==> src/rtl/rxt_pkg.sv <==
// Shared types for the receiver delay trainer.
// Assumes: nothing beyond a standard SystemVerilog tool flow.
package rxt_pkg;
    typedef enum logic [2:0] {
        ST_IDLE   = 3'd0,
        ST_LAUNCH = 3'd1,
        ST_WAIT   = 3'd2,
        ST_JUDGE  = 3'd3,
        ST_FINISH = 3'd4
    } rxt_state_t;
endpackage

==> src/rtl/rxt_tally.sv <==
// Match tally for one test transfer: counts matching words and reports
// whether exactly WORDS matches were seen.
// Assumes: clear is pulsed before each transfer; count saturates above WORDS
// so an overlong stream never wraps back to a full count.
module rxt_tally #(
    parameter int WORDS = 32
) (
    input  logic clk,
    input  logic rst_n,
    input  logic clear,
    input  logic hit,
    output logic full
);
    localparam int CW = $clog2(WORDS + 2);
    localparam logic [CW-1:0] TOP  = CW'(WORDS + 1);
    localparam logic [CW-1:0] GOAL = CW'(WORDS);

    logic [CW-1:0] cnt_q;

    // Count hits, saturating one past the goal.
    always_ff @(posedge clk) begin
        if (!rst_n || clear) begin
            cnt_q <= '0;
        end else if (hit && cnt_q != TOP) begin
            cnt_q <= cnt_q + 1'b1;
        end
    end

    assign full = (cnt_q == GOAL);
endmodule

==> src/rtl/rxt_window.sv <==
// Passing-run tracker: follows the current run of passing delays and keeps
// the longest run so far; ties keep the earlier (lower) run.
// Assumes: steps arrive in ascending order, one judge pulse per step.
module rxt_window #(
    parameter int DW = 4,
    parameter int LW = 5
) (
    input  logic          clk,
    input  logic          rst_n,
    input  logic          clear,
    input  logic          judge,
    input  logic          pass,
    input  logic [DW-1:0] step,
    output logic          found,
    output logic [DW-1:0] centre
);
    logic [DW-1:0] run_first_q, best_first_q;
    logic [LW-1:0] run_len_q, best_len_q;
    logic [DW-1:0] run_first_nx;
    logic [LW-1:0] run_len_nx;
    logic [LW-1:0] half_len;

    // Next value of the current run if this step passes.
    always_comb begin
        run_first_nx = (run_len_q == '0) ? step : run_first_q;
        run_len_nx   = run_len_q + 1'b1;
    end

    // Update current run and best run on each judged step.
    always_ff @(posedge clk) begin
        if (!rst_n || clear) begin
            run_first_q  <= '0;
            run_len_q    <= '0;
            best_first_q <= '0;
            best_len_q   <= '0;
        end else if (judge) begin
            if (pass) begin
                run_first_q <= run_first_nx;
                run_len_q   <= run_len_nx;
                if (run_len_nx > best_len_q) begin
                    best_first_q <= run_first_nx;
                    best_len_q   <= run_len_nx;
                end
            end else begin
                run_len_q <= '0;
            end
        end
    end

    // Centre of the best run, lower middle for even lengths.
    always_comb begin
        half_len = (best_len_q - 1'b1) >> 1;
        found    = (best_len_q != '0);
        centre   = best_first_q + half_len[DW-1:0];
    end
endmodule

==> src/rtl/rx_phase_trainer.sv <==
// Receiver sample-delay training sweep. Steps a candidate delay over
// 0..MAX_DLY, runs one test transfer per step, and programs the centre of
// the widest fully matching run of delays.
// Assumes: the link answers every xfer_start with compare results followed
// by exactly one xfer_done pulse; results before the cycle after
// xfer_start are not counted.
module rx_phase_trainer #(
    parameter int MAX_DLY  = 15,
    parameter int WORDS    = 32,
    parameter int INIT_DLY = 0,
    parameter int DW       = $clog2(MAX_DLY + 1)
) (
    input  logic          clk,
    input  logic          rst_n,
    input  logic          train_req,
    output logic          xfer_start,
    output logic [DW-1:0] xfer_delay,
    input  logic          cmp_valid,
    input  logic          cmp_match,
    input  logic          xfer_done,
    output logic [DW-1:0] delay_out,
    output logic          train_busy,
    output logic          train_done,
    output logic          train_fail
);
    import rxt_pkg::*;

    localparam int LW = $clog2(MAX_DLY + 2);
    localparam logic [DW-1:0] LAST = DW'(MAX_DLY);

    rxt_state_t    state_q;
    logic [DW-1:0] step_q;
    logic [DW-1:0] delay_q;
    logic          busy_q, done_q, fail_q;
    logic          step_full, win_found;
    logic [DW-1:0] win_centre;
    logic          accept, judging;

    assign accept  = (state_q == ST_IDLE) && train_req;
    assign judging = (state_q == ST_JUDGE);

    rxt_tally #(.WORDS(WORDS)) u_tally (
        .clk   (clk),
        .rst_n (rst_n),
        .clear (state_q == ST_LAUNCH),
        .hit   ((state_q == ST_WAIT) && cmp_valid && cmp_match),
        .full  (step_full)
    );

    rxt_window #(.DW(DW), .LW(LW)) u_window (
        .clk    (clk),
        .rst_n  (rst_n),
        .clear  (accept),
        .judge  (judging),
        .pass   (step_full),
        .step   (step_q),
        .found  (win_found),
        .centre (win_centre)
    );

    // Sweep sequencer: launch, wait, judge per step, then commit.
    always_ff @(posedge clk) begin
        if (!rst_n) begin
            state_q <= ST_IDLE;
            step_q  <= '0;
            delay_q <= DW'(INIT_DLY);
            busy_q  <= 1'b0;
            done_q  <= 1'b0;
            fail_q  <= 1'b0;
        end else begin
            unique case (state_q)
                ST_IDLE: begin
                    if (train_req) begin
                        step_q  <= '0;
                        busy_q  <= 1'b1;
                        done_q  <= 1'b0;
                        fail_q  <= 1'b0;
                        state_q <= ST_LAUNCH;
                    end
                end
                ST_LAUNCH: state_q <= ST_WAIT;
                ST_WAIT: begin
                    if (xfer_done) state_q <= ST_JUDGE;
                end
                ST_JUDGE: begin
                    if (step_q == LAST) begin
                        state_q <= ST_FINISH;
                    end else begin
                        step_q  <= step_q + 1'b1;
                        state_q <= ST_LAUNCH;
                    end
                end
                ST_FINISH: begin
                    if (win_found) delay_q <= win_centre;
                    else           fail_q  <= 1'b1;
                    done_q  <= 1'b1;
                    busy_q  <= 1'b0;
                    state_q <= ST_IDLE;
                end
                default: state_q <= ST_IDLE;
            endcase
        end
    end

    assign xfer_start = (state_q == ST_LAUNCH);
    assign xfer_delay = step_q;
    assign delay_out  = delay_q;
    assign train_busy = busy_q;
    assign train_done = done_q;
    assign train_fail = fail_q;
endmodule

==> config.mk <==
export PLATFORM = sky130hd
export DESIGN_NAME = rx_phase_trainer
export DESIGN_NICKNAME = d
export VERILOG_FILES = /design/src/rtl/rxt_pkg.sv /design/src/rtl/rxt_tally.sv /design/src/rtl/rxt_window.sv /design/src/rtl/rx_phase_trainer.sv
export SDC_FILE = /design/constraint.sdc
export NUM_CORES = 1
export LEC_CHECK = 0
export CORE_MARGIN = 2
export CORE_UTILIZATION = 35
export CTS_BUF_LIST = sky130_fd_sc_hd__clkbuf_8
export DETAILED_ROUTE_END_ITERATION = 8
export DONT_BUFFER_PORTS = 1
export GPL_TIMING_DRIVEN = 0
export PLACE_DENSITY_LB_ADDON = 0.08
export SETUP_SLACK_MARGIN = 0.2
export SLEW_MARGIN = 25
export SYNTH_ARGS = -nofsm -noshare
export SYNTH_HDL_FRONTEND = slang
export SYNTH_SLANG_ARGS = --single-unit
==> constraint.sdc <==
create_clock -name clk -period 3.9 [get_ports clk]
set_clock_uncertainty 0.1 [all_clocks]
set_input_delay 0.78 -clock clk [delete_from_list [all_inputs] [get_ports clk]]
set_output_delay 0.78 -clock clk [all_outputs]
set_load 0.1 [all_outputs]
-- Yosys cells after proc, flatten, opt, wreduce, memory -nomap -nowiden
Index checks and enable logic that the tools add are counted.
- bits in registers: 38
- bits of input ports: 6
- output and inout bits: 12
- logic and storage cells: 62
- add/subtract/negate cells: 5
- magnitude comparators: 1
- eq/ne operators: 11
- multiplexer cells: 15
- reductions and logical operators: 19
- operators by type and width (operator ; number):
    4-bit two-way mux ; 3
    3-bit case mux with 4 select lines ; 1
    3-bit two-way mux ; 3
    3-bit AND reduction ; 3
    2-bit inequality test, second input constant ; 4
    4-bit case mux with 2 select lines ; 1
    2-bit AND reduction ; 4
    6-bit by 1-bit adder with 6-bit output, second input constant ; 1
    3-bit by 2-bit equality test with 1-bit output, second input constant ; 2
    6-bit equality test, second input constant ; 1
    6-bit inequality test, second input constant ; 1
    1-bit case mux with 2 select lines ; 3
    5-bit by 1-bit adder with 5-bit output, second input constant ; 1
    5-bit > comparator ; 1
    5-bit zero test ; 1
    5-bit two-way mux ; 1
    5-bit nonzero test ; 1
    5-bit by 1-bit subtractor with 5-bit output, second input constant ; 1
    4-bit by 1-bit adder with 4-bit output, second input constant ; 1
    4-bit adder ; 1
    4-bit equality test, second input constant ; 1
    1-bit logical AND ; 4
    2-bit nonzero test ; 2
    3-bit by 1-bit equality test with 1-bit output, second input constant ; 1
    other kinds (5) ; 8

-- Logic depth before layout (Yosys ltp)
- depth after elaboration: 4
- gate-level depth with buffers: 9
- gate-level depth less buffers: 9

-- Hierarchy
Synthesis repeated with hierarchy kept, for this count alone.
- cells, all modules: 232
- area, all modules: 2132.0 um2
- by module, submodules not included (module ; instances ; cells each ; area an instance (um2) ; seq. area each (um2)):
    rxt_window ; 1 ; 126 ; 1137.3 ; 360.3
    rx_phase_trainer ; 1 ; 69 ; 661.9 ; 280.3
    rxt_tally ; 1 ; 37 ; 332.8 ; 120.1

-- Worst setup path after synthesis
OpenSTA, ideal clock, no wires.
- kind: register to output
- from: reg state_q[1]
- to: out xfer_start
- arrival time: 1.843 ns
- required time: 3.020 ns
- setup slack: 1.177 ns
- cell stages (with the launch flop): 3
- path buffers: 1
- cell sequence: dfxtp_1 -> clkbuf_1 -> nor2_1
- word-level cells in the longest chain between the ends: 1
- RTL lines (item ; line ; text):
    from (decl) ; rx_phase_trainer.sv:31 ; rxt_state_t state_q;
    from (signal assigned) ; rx_phase_trainer.sv:64 ; state_q <= ST_IDLE;
    from (signal assigned) ; rx_phase_trainer.sv:78 ; state_q <= ST_LAUNCH;
    from (signal assigned) ; rx_phase_trainer.sv:81 ; ST_LAUNCH: state_q <= ST_WAIT;
    3-bit by 1-bit equality test with 1-bit output ; rx_phase_trainer.sv:105 ; assign xfer_start = (state_q == ST_LAUNCH);
    to (decl) ; rx_phase_trainer.sv:16 ; output logic xfer_start,
No other way between the ends.

-- Worst setup path after layout
Same ends and word-level chain as after synthesis.

==> results.toml <==
[status]
status = "finished, final reports clean"

[route]
vias = 1605
vias_per_cell = 5.08
postRouteAntennaNets = 0
wl_per_cell_um = 14.0
first_pass_iters = 4
drc = 0
drtIter0Drc = 41
finalWirelength_um = 4430

[yosys]
synthMuxAreaShare_pct = 8.43
ys_types = 48
synthesis.area_sq_mm = 0.00208
syn_area_per_cell_sq_um = 8.88
synth_area_leaders = "dfxtp_1 (37%), ha_1 (9.0%), mux2i_1 (6.3%)"
yosys.area_share.simple_pct = 23.7
synth_top_family_by_area = "simple AND/OR/NAND/NOR gates"
ys_ff_latch = 38
synth_cells = 234
yosys_warnings = 0
synth_top_cell_by_area = "dfxtp_1"
synth_edf_count = 0
ys_seq_area_share_pct = 36.6
syn-num-nets = 256
synth_top_area_share_pct = 36.6
synthXorXnorAreaFrac_pct = 5.48
synth_compound_area_share_pct = 11.0
ys.flop_type = "dfxtp_1"
async_flop_share_pct = 0
synth_adder_area_share_pct = 10.0

[power_and_ir_drop]
combPwrFrac_pct = 8.2
finalPower_uw = 720
power.switching_uw = 193
power_frac_seq_pct = 56.7
p_sw_share_pct = 26.9
p_per_area_mw_per_mm2 = 319
pwr-share-clk_pct = 35.0
peakVddDrop_mv = 0.194
p_leak_nw = 0.816
p_int_uw = 526

[clock_network]
htree_levels = 2
root_buffer = "clkbuf_8"
clockBufferDepth = 2
clk_latency_ns = 0.29
postCtsSetupRepairBufs = 0
ctsHoldBuffers = 0
cts_buffers = 5
clk_pin_slew_ns = 0.07
cts-resized-gates = 0
cts_tree = "done"
clock_sinks = 38

[placed_design]
placed_area_sq_mm = 0.00218
place_ws_ns = 1.33
gp_congestion = 0.746
dpl.hpwl_um = 3270
place_inst = 309
portBuffers = 0

[floorplan]
die_w_um = 81.0
die_y_um = 81.0
start_util_pct = 35.7
die_area_sq_mm = 0.00657
io-pin-count = 18
coreArea_sq_mm = 0.00582
rows = 28

[grt]
grt_pass1_vias = 1514
antenna_found_initial = 0
grt_max_degree = 11
grt_pass1_wl_um = 7480
grt_overflow = 0
grtUsageTotal_pct = 15.1

[setup_path]
cp-end-kind = "primary output"
critPathMaxFanout = 10
start_kind = "register"
cp.arrival_ns = 1.82
critPathRequiredTime_ns = 3.02
startpoint = "state_q[1]$_SDFFE_PN0P_"
critPathKind = "register to primary output"
rr_startpoint = "u_window.run_len_q[2]$_SDFFE_PP0N_"

[finish]
finalCoreUtilization_pct = 38.8
antenna_cells = 0
nNetsFinal = 263
final_cells = 316
area_growth_pct = 8.55
drive_gt1_share_pct = 10.4
final_cell_area_sq_mm = 0.00225
fill_cells = 652

[timing]
finalMaxSlewViolations = 0
rsz0062_at_grt = "no"
hold_viol = 0
worst_slack_ns = 1.20
min_period_ns = 2.70
worst_pin_slew_ns = 1.05
min_period_over_period_pct = 69.2
maxSlewHeadroom_pct = 29.7
fin_tns_setup_ns = 0
fmax_mhz = 370
fin_hold_ws_ns = 0.356
setup_viol = 0

[worst_hold_path]
hold_path_startpoint = "u_window.run_first_q[2]$_SDFFE_PP0P_"
worstHoldPathType = "register to register"

[job]
maxCapViolations = 0
path summary, 6_finish.rpt:
path | endpoint | slack, ns | cells after the start
worst max-delay path | xfer_start | 1.20 | 2
worst min-delay path | u_window.run_first_q[2]$_SDFFE_PP0P_ | 0.36 | 2
worst max register to register | u_window.best_first_q[0]$_SDFFE_PP0P_ | 1.36 | 7
worst min register to register | u_window.run_first_q[2]$_SDFFE_PP0P_ | 0.36 | 2
cell type report:
type	count	area [sq um]	share of cell area, %
inverters	18	67.6	3.00
multi-input cells	172	1220	54.1
plain buffers	6	31.3	1.39
well taps	75	93.8	4.16
clock inverters	2	7.51	0.333
clock buffers	5	68.8	3.05
flip-flops and latches	38	766	34.0
worst max-delay path, cell delays in order, from the launching register on:
cell and delay (ns):
dfxtp_1 0.37, clkbuf_1 0.27, nor2_2 0.88
placed cells by master, fill, tap and decap left out, types with 2 or more instances in the layout:
master and instances:
nor2_1 20, dfxtp_1 34, or4b_4 2, xor2_1 5, a31oi_1 2, nor3b_1 3
a22oi_1 4, nand4_1 5, mux2_2 4, clkbuf_1 3, xnor2_1 8, nor4b_1 2
ha_1 15, or3_1 3, a21boi_0 2, and2_1 2, dfxtp_2 4, nand3b_1 2
mux2i_1 13, inv_1 19, nand2_1 25, clkbuf_8 5, nand2b_1 2, nand3_1 11
nor3_1 3, a21oi_1 14, o21ai_0 5
synth_stat cells, types with 3 or more instances:
master	instances
nand3_1	11
nand2_1	25
nor3_1	3
o21ai_0	5
a22oi_1	4
nand4_1	5
a21oi_1	14
mux2_2	4
or3_1	3
nor3b_1	3
nor2_1	21
xnor2_1	8
mux2i_1	13
clkbuf_1	3
ha_1	15
dfxtp_1	38
inv_1	17
xor2_1	5
cells by family after synthesis:
| family | count (synthesis) |
|---|---|
| simple gates | 90 |
| compound gates | 36 |
| xor+xnor | 13 |
| mux | 17 |
| fa+ha+maj | 16 |
| buf+inv | 24 |
| flops | 38 |
layer usage:
| metal | vias to the layer above | track usage, % | wire length, um |
|---|---|---|---|
| li1 | 834 | - | - |
| met1 | 756 | 20.0 | 2210 |
| met2 | 13 | 23.4 | 2060 |
| met3 | 2 | 4.33 | 116 |
| met4 | 0 | 5.59 | 40 |
| met5 | - | 0 | 0 |
power groups by stage:
stage,sequential [mW],clock (mW),combinational [mW]
global route,0.409,0.285,0.0669
finish,0.408,0.252,0.0593
floorplan,0.415,0,0.0478
global placement,0.417,0,0.0603
detailed placement,0.417,0,0.0597
CTS,0.408,0.267,0.0600
state kept, by name (all words and copies together) (netlist names):
| name | count |
|---|---|
| u_tally.cnt_q | 6 |
| u_window.best_len_q | 5 |
| u_window.run_len_q | 5 |
| delay_out | 4 |
| u_window.best_first_q | 4 |
| u_window.run_first_q | 4 |
| xfer_delay | 4 |
| state_q | 3 |
| train_busy | 1 |
| train_done | 1 |
| train_fail | 1 |
(Power assumes the default switching activity.)
